<file path="src/rtl/vnv_pkg.sv">
package vnv_pkg;
  // Operation class of one cycle, as decoded from the strobes and pointers
  typedef enum logic [2:0] {
    OP_NONE   = 3'd0,
    OP_FILL   = 3'd1,
    OP_EVICT  = 3'd2,
    OP_HIT_V  = 3'd3,
    OP_HIT_NV = 3'd4
  } vnv_op_e;
endpackage

</file>
<file path="src/rtl/vnv_lfsr.sv">
module vnv_lfsr #(
  parameter int               RW   = 8,
  parameter logic [RW-1:0]    TAPS = 8'hB8,
  parameter logic [RW-1:0]    SEED = 8'h01
) (
  input  logic          clk,
  input  logic          rst,
  output logic [RW-1:0] rnd
);
  logic fb;
  assign fb = ^(rnd & TAPS);

  always_ff @(posedge clk) begin
    if (rst) rnd <= SEED;
    else     rnd <= {rnd[RW-2:0], fb};
  end

  assert_lfsr_nonzero_R3: assert property (@(posedge clk) disable iff (rst)
    rnd != '0);
endmodule

</file>
<file path="src/rtl/vnv_pick.sv">
module vnv_pick #(
  parameter int NUM_WAYS = 4,
  parameter int RW       = 8,
  localparam int WW      = $clog2(NUM_WAYS),
  localparam int OC      = NUM_WAYS - 2
) (
  input  logic [RW-1:0] rnd,
  input  logic [WW-1:0] ex_a,
  input  logic [WW-1:0] ex_b,
  output logic [WW-1:0] sel
);
  int k;
  int cnt;

  // k-th ascending way among those that are neither excluded pointer
  always_comb begin
    k   = int'(rnd) % OC;
    cnt = 0;
    sel = '0;
    for (int w = 0; w < NUM_WAYS; w++) begin
      if (WW'(w) != ex_a && WW'(w) != ex_b) begin
        if (cnt == k) sel = WW'(w);
        cnt = cnt + 1;
      end
    end
  end
endmodule

</file>
<file path="src/rtl/vnv_ptr_store.sv">
module vnv_ptr_store #(
  parameter int NUM_SETS = 4,
  parameter int WW       = 2,
  localparam int SW      = $clog2(NUM_SETS)
) (
  input  logic          clk,
  input  logic          rst,
  input  logic [SW-1:0] set_sel,
  input  logic          wr_en,
  input  logic [WW-1:0] wr_v,
  input  logic [WW-1:0] wr_nv,
  output logic [WW-1:0] rd_v,
  output logic [WW-1:0] rd_nv
);
  logic [WW-1:0] v_mem  [NUM_SETS];
  logic [WW-1:0] nv_mem [NUM_SETS];

  always_ff @(posedge clk) begin
    if (rst) begin
      for (int s = 0; s < NUM_SETS; s++) begin
        v_mem[s]  <= WW'(0);
        nv_mem[s] <= WW'(1);
      end
    end else if (wr_en) begin
      v_mem[set_sel]  <= wr_v;
      nv_mem[set_sel] <= wr_nv;
    end
  end

  assign rd_v  = v_mem[set_sel];
  assign rd_nv = nv_mem[set_sel];

  assert_store_distinct_R9: assert property (@(posedge clk) disable iff (rst)
    rd_v != rd_nv);
endmodule

</file>
<file path="src/rtl/vnv_replace_tracker.sv">
module vnv_replace_tracker
  import vnv_pkg::*;
#(
  parameter int               NUM_SETS = 4,
  parameter int               NUM_WAYS = 4,
  parameter int               RND_W    = 8,
  parameter logic [RND_W-1:0] RND_TAPS = 8'hB8,
  parameter logic [RND_W-1:0] RND_SEED = 8'h01,
  localparam int              SW       = $clog2(NUM_SETS),
  localparam int              WW       = $clog2(NUM_WAYS)
) (
  input  logic                clk,
  input  logic                rst,
  input  logic [SW-1:0]       set_idx,
  input  logic                hit_vld,
  input  logic [WW-1:0]       hit_way,
  input  logic                miss_vld,
  input  logic [NUM_WAYS-1:0] valid_mask,
  output logic                repl_vld,
  output logic [WW-1:0]       repl_way,
  output logic [WW-1:0]       ptr_v,
  output logic [WW-1:0]       ptr_nv
);
  logic [RND_W-1:0] rnd;
  logic [WW-1:0]    rd_v, rd_nv, pick, first_inv;
  logic [WW-1:0]    nxt_v, nxt_nv;
  logic             all_valid, wr_en;
  vnv_op_e          op;

  vnv_lfsr #(.RW(RND_W), .TAPS(RND_TAPS), .SEED(RND_SEED)) u_lfsr (
    .clk(clk), .rst(rst), .rnd(rnd)
  );

  vnv_pick #(.NUM_WAYS(NUM_WAYS), .RW(RND_W)) u_pick (
    .rnd(rnd), .ex_a(rd_v), .ex_b(rd_nv), .sel(pick)
  );

  vnv_ptr_store #(.NUM_SETS(NUM_SETS), .WW(WW)) u_store (
    .clk(clk), .rst(rst), .set_sel(set_idx), .wr_en(wr_en),
    .wr_v(nxt_v), .wr_nv(nxt_nv), .rd_v(rd_v), .rd_nv(rd_nv)
  );

  assign all_valid = &valid_mask;

  // Lowest-numbered invalid way, filled ahead of any eviction
  always_comb begin
    first_inv = '0;
    for (int w = NUM_WAYS - 1; w >= 0; w--)
      if (!valid_mask[w]) first_inv = WW'(w);
  end

  always_comb begin
    if (miss_vld)                       op = all_valid ? OP_EVICT : OP_FILL;
    else if (hit_vld && hit_way == rd_v)  op = OP_HIT_V;
    else if (hit_vld && hit_way == rd_nv) op = OP_HIT_NV;
    else                                op = OP_NONE;
  end

  always_comb begin
    nxt_v  = rd_v;
    nxt_nv = rd_nv;
    case (op)
      OP_EVICT, OP_HIT_V: begin
        nxt_v  = rd_nv;
        nxt_nv = pick;
      end
      OP_HIT_NV: nxt_nv = pick;
      default: ;
    endcase
  end

  assign wr_en = (op == OP_EVICT) || (op == OP_HIT_V) || (op == OP_HIT_NV);

  always_ff @(posedge clk) begin
    if (rst) begin
      repl_vld <= 1'b0;
      repl_way <= '0;
      ptr_v    <= WW'(0);
      ptr_nv   <= WW'(1);
    end else begin
      repl_vld <= miss_vld;
      if (miss_vld) repl_way <= all_valid ? rd_v : first_inv;
      ptr_v    <= nxt_v;
      ptr_nv   <= nxt_nv;
    end
  end

  assert_one_strobe_R8: assert property (@(posedge clk) disable iff (rst)
    !(hit_vld && miss_vld));

  assert_evict_R2: assert property (@(posedge clk) disable iff (rst)
    (miss_vld && all_valid) |=>
      (repl_way == $past(rd_v) && ptr_v == $past(rd_nv) &&
       ptr_nv != $past(rd_v) && ptr_nv != $past(rd_nv)));

  assert_hit_v_R4: assert property (@(posedge clk) disable iff (rst)
    (hit_vld && !miss_vld && hit_way == rd_v) |=>
      (ptr_v == $past(rd_nv) && ptr_nv != $past(rd_v)));

  assert_hit_nv_R5: assert property (@(posedge clk) disable iff (rst)
    (hit_vld && !miss_vld && hit_way == rd_nv) |=>
      (ptr_v == $past(rd_v) && ptr_nv != $past(rd_nv) && ptr_nv != $past(rd_v)));

  assert_hit_o_R6: assert property (@(posedge clk) disable iff (rst)
    (hit_vld && !miss_vld && hit_way != rd_v && hit_way != rd_nv) |=>
      (ptr_v == $past(rd_v) && ptr_nv == $past(rd_nv)));

  assert_fill_R7: assert property (@(posedge clk) disable iff (rst)
    (miss_vld && !all_valid) |=>
      (ptr_v == $past(rd_v) && ptr_nv == $past(rd_nv) && repl_vld));

  assert_out_distinct_R9: assert property (@(posedge clk) disable iff (rst)
    ptr_v != ptr_nv);
endmodule

</file>
<file path="config.mk">
export PLATFORM = sky130hd
export DESIGN_NAME = vnv_replace_tracker
export DESIGN_NICKNAME = d
export VERILOG_FILES = /design/src/rtl/vnv_pkg.sv /design/src/rtl/vnv_lfsr.sv /design/src/rtl/vnv_pick.sv /design/src/rtl/vnv_ptr_store.sv /design/src/rtl/vnv_replace_tracker.sv
export SDC_FILE = /design/constraint.sdc
export NUM_CORES = 1
export LEC_CHECK = 0
export BUFFER_PORTS_ARGS = -buffer_cell sky130_fd_sc_hd__buf_2
export CORE_MARGIN = 2
export CORE_UTILIZATION = 57
export CTS_CLUSTER_DIAMETER = 40
export DETAILED_ROUTE_END_ITERATION = 16
export PLACE_DENSITY = 0.78
export SLEW_MARGIN = 20
export SYNTH_ARGS = -nofsm -noshare
export SYNTH_HDL_FRONTEND = slang
export SYNTH_SLANG_ARGS = --single-unit
export TNS_END_PERCENT = 20
</file>
<file path="constraint.sdc">
create_clock -name clk -period 3.8 [get_ports clk]
set_input_delay 0 -clock clk [delete_from_list [all_inputs] [get_ports clk]]
set_output_delay 0 -clock clk [all_outputs]
set_load 0.02 [all_outputs]
</file>
==> out/qor.txt <==
==============================================================================
Result of the run                                                    completed
Maximum frequency from static timing analysis                        0.300 GHz
Flip-flop cell with the highest count after synthesis                 edfxtp_1
Worst setup EP type                                                   register
First-pass GRT wire length                                             5820 um
Drt drc                                                                      0
P&R area growth vs syn                                                   11.3%
TritonCTS Sinks                                                             31
Starting Density                                                         0.604
Max-slew headroom at the worst pin                                       0.458
FILL cells                                                                 225
WL final                                                               3530 um
Transition time at the pin with the least slew margin                 0.806 ns
Clk slew on worst S/H paths                                            0.09 ns
Via density per instance                                                  6.06
Max-slew violations                                                          0
PostCTS Resize Cnt                                                           0
Post-Synthesis Cell Area                                           0.00167 mm2
Power per Cell Area                                                 396 mW/mm2
Final period util                                                        0.877
Share of the synthesized area in the top cell type                       0.288
Proportion of layout cells with a drive suffix above 1                   0.172
Maximum resistive drop on vdd                                         0.410 mV
Placement-stage worst setup slack                                     0.491 ns
Fin cells                                                                  217
Number of placed I/O pins                                                   19
Pin count of the biggest net entering global routing                        29
Number of warnings reported in the yosys synthesis log                       0
Yosys cell types                                                            36
DR WL/cell                                                             16.3 um
PortBufs                                                                    18
Vias in the first global route                                            1249
Unrepaired setup endpoints after global routing                          false
Number of synthesized flops with an enable pin                              16
Setup skew after layout                                              0.0132 ns
TritonCTS buffer count                                                       5
Number of setup buffers added after CTS                                      0
Max-capacitance violation count                                              0
Dominant cells by area after synthesis                            edfxtp_1 (29%), dfxtp_1 (18%), mux4_2 (5.4%)
Share of synthesized registers carrying an async set or reset                0
Total power draw                                                      0.734 mW
Worst-case clock buffer depth                                                2
End-of-flow core utilization                                             0.672
Post-cts hold buffer count                                                   4
Final setup violation count                                                  0
Clock Tree Root                                                       clkbuf_4
Type of the worst min-delay path                                  input pin to register
Final global-route overflow total                                            0
Initial detailed-routing violation count                                    95
Final setup TNS                                                           0 ns
Final nets                                                                 199
Clock tree from TritonCTS                                                  yes
Syn Area/Cell                                                         10.2 um2
Post-route ant nets                                                          0
Worst-path fanout max                                                        8
Flops & latches, synth                                                      31
Die height                                                             58.1 um
Gr usage total                                                           0.240
Static Leakage                                                        0.712 nW
Shortest period the worst path allows                                  3.33 ns
Critical path arrival                                                  3.41 ns
Number of cells in the design after placement                              205
Global placer's final weighted congestion                                0.844
Die area                                                           0.00337 mm2
Inserted Diodes                                                              0
Width of the die                                                       58.1 um
Worst endpoint required time                                           3.88 ns
Syn Nets                                                                   177
Clock latency on the worst-skew pair                                   0.34 ns
Cell row count                                                              19
Synthesized netlist cell count                                             163
DP Wirelength                                                          2460 um
Setup crit start kind                                                 register
H-tree depth reported by CTS                                                 2
Detailed-router iteration count before antenna repair                        4
Hold violation count in the final report                                     0
Initial antenna violation count                                              0
Routed vias                                                               1315
Start-to-end type of the worst setup path                         register to register
Cell type contributing the most total cell area after synthesis       edfxtp_1
Register area share after synthesis                                      0.468
Area of the core region                                            0.00276 mm2
WHS Path Cells                                                               2
Worst-case setup margin in the final layout                           0.468 ns
Depth of the worst register-to-register path                                 8
==============================================================================
==> kinds of logic (layout without fill, tap and decap cells) <==
family	Yosys count	count (layout)	synth area share
adder cells (fa/ha/maj)	3	3	0.0210
AND/OR/NAND/NOR	65	65	0.213
buffers and inverters	16	39	0.0405
multiplexers	13	13	0.119
AO/OA/AOI/OAI	28	28	0.101
XOR/XNOR	7	7	0.0368
flip-flops	31	31	0.468
==> report_power, final <==
part           switching (mW)  internal, mW
Clock                   0.109        0.0676
Combinational           0.105        0.0689
Sequential             0.0112         0.372
Total                   0.226         0.508
==> placed cells by master, fill, tap and decap left out, types with 6 or more instances in the layout <==
cell type / instances
edfxtp_1: 16
o21ai_0: 10
a21oi_1: 9
inv_1: 9
nand2_1: 9
buf_2: 18
nor2_1: 9
nor2b_1: 11
mux2i_1: 6
nor3_1: 16
dfxtp_1: 15
==> cells in the mapped netlist (2+ instances only) <==
library cell and n:
clkbuf_1 6, a21oi_1 9, o21ai_0 10, o31ai_1 2
nor2b_1 11, nand3_1 4, xor2_1 3, or3_1 4
nand2_1 9, ha_1 2, xnor2_1 4, mux2i_1 6
mux2_2 2, mux4_2 4, nor2_1 9, inv_1 9
a22oi_1 2, nand2b_1 2, or4_1 3, nor4bb_1 2
nor3_1 16, edfxtp_1 16, dfxtp_1 15
==> metal layers <==
| metal | track usage | share of wire | routed length (um) | vias to the layer above |
|---|---|---|---|---|
| li1 | - | - | - | 646 |
| met1 | 0.301 | 0.42 | 1470 | 614 |
| met2 | 0.383 | 0.50 | 1770 | 47 |
| met3 | 0.0647 | 0.062 | 218 | 8 |
| met4 | 0.123 | 0.021 | 74 | 0 |
| met5 | 0 | 0 | 0 | - |
==> final cells by class <==
type	count	area [um2]	area share
multi-input combinational	116	818	0.441
sequential	31	781	0.421
timing repair buffer	22	130	0.0702
tap	31	38.8	0.0209
clock buffer	5	37.5	0.0202
inverter	9	33.8	0.0182
clock inverter	3	15.0	0.00810
==> flip-flops by register name (all words and copies together), names as in the netlist <==
| name | cells |
|---|---|
| u_store.nv_mem | 8 |
| u_store.v_mem | 8 |
| ptr_v | 2 |
| repl_vld | 1 |
| repl_way | 2 |
| u_lfsr.rnd | 8 |
| ptr_nv | 2 |
==> worst max-delay path: stages, from the launching register on <==
cell and delay [ns]:
edfxtp_1 0.39, mux4_1 0.69, o21ai_0 0.28, ha_1 0.31, nor2b_1 0.16, or3_1 0.40, o21ai_0 0.15, o21ai_0 0.16
or4_1 0.54
==> worst paths after layout <==
path                                           start                    to  slack, ns
worst max-delay path            u_store.nv_mem[1][0]  u_store.nv_mem[0][0]       0.47
worst max register to register  u_store.nv_mem[1][0]  u_store.nv_mem[0][0]       0.47
worst min-delay path                             rst         u_lfsr.rnd[6]       0.10
worst min register to register         u_lfsr.rnd[6]         u_lfsr.rnd[7]       0.45
==> stage by stage <==
step           hold slack (ns)  area [um2]
2_1_floorplan            0.148        1670
3_3_place_gp             0.300        1760
3_5_place_dp             0.308        1760
4_1_cts                 0.0871        1850
5_1_grt                  0.120        1850
6_report                 0.101        1850
Power figures use the tool's default switching activity.
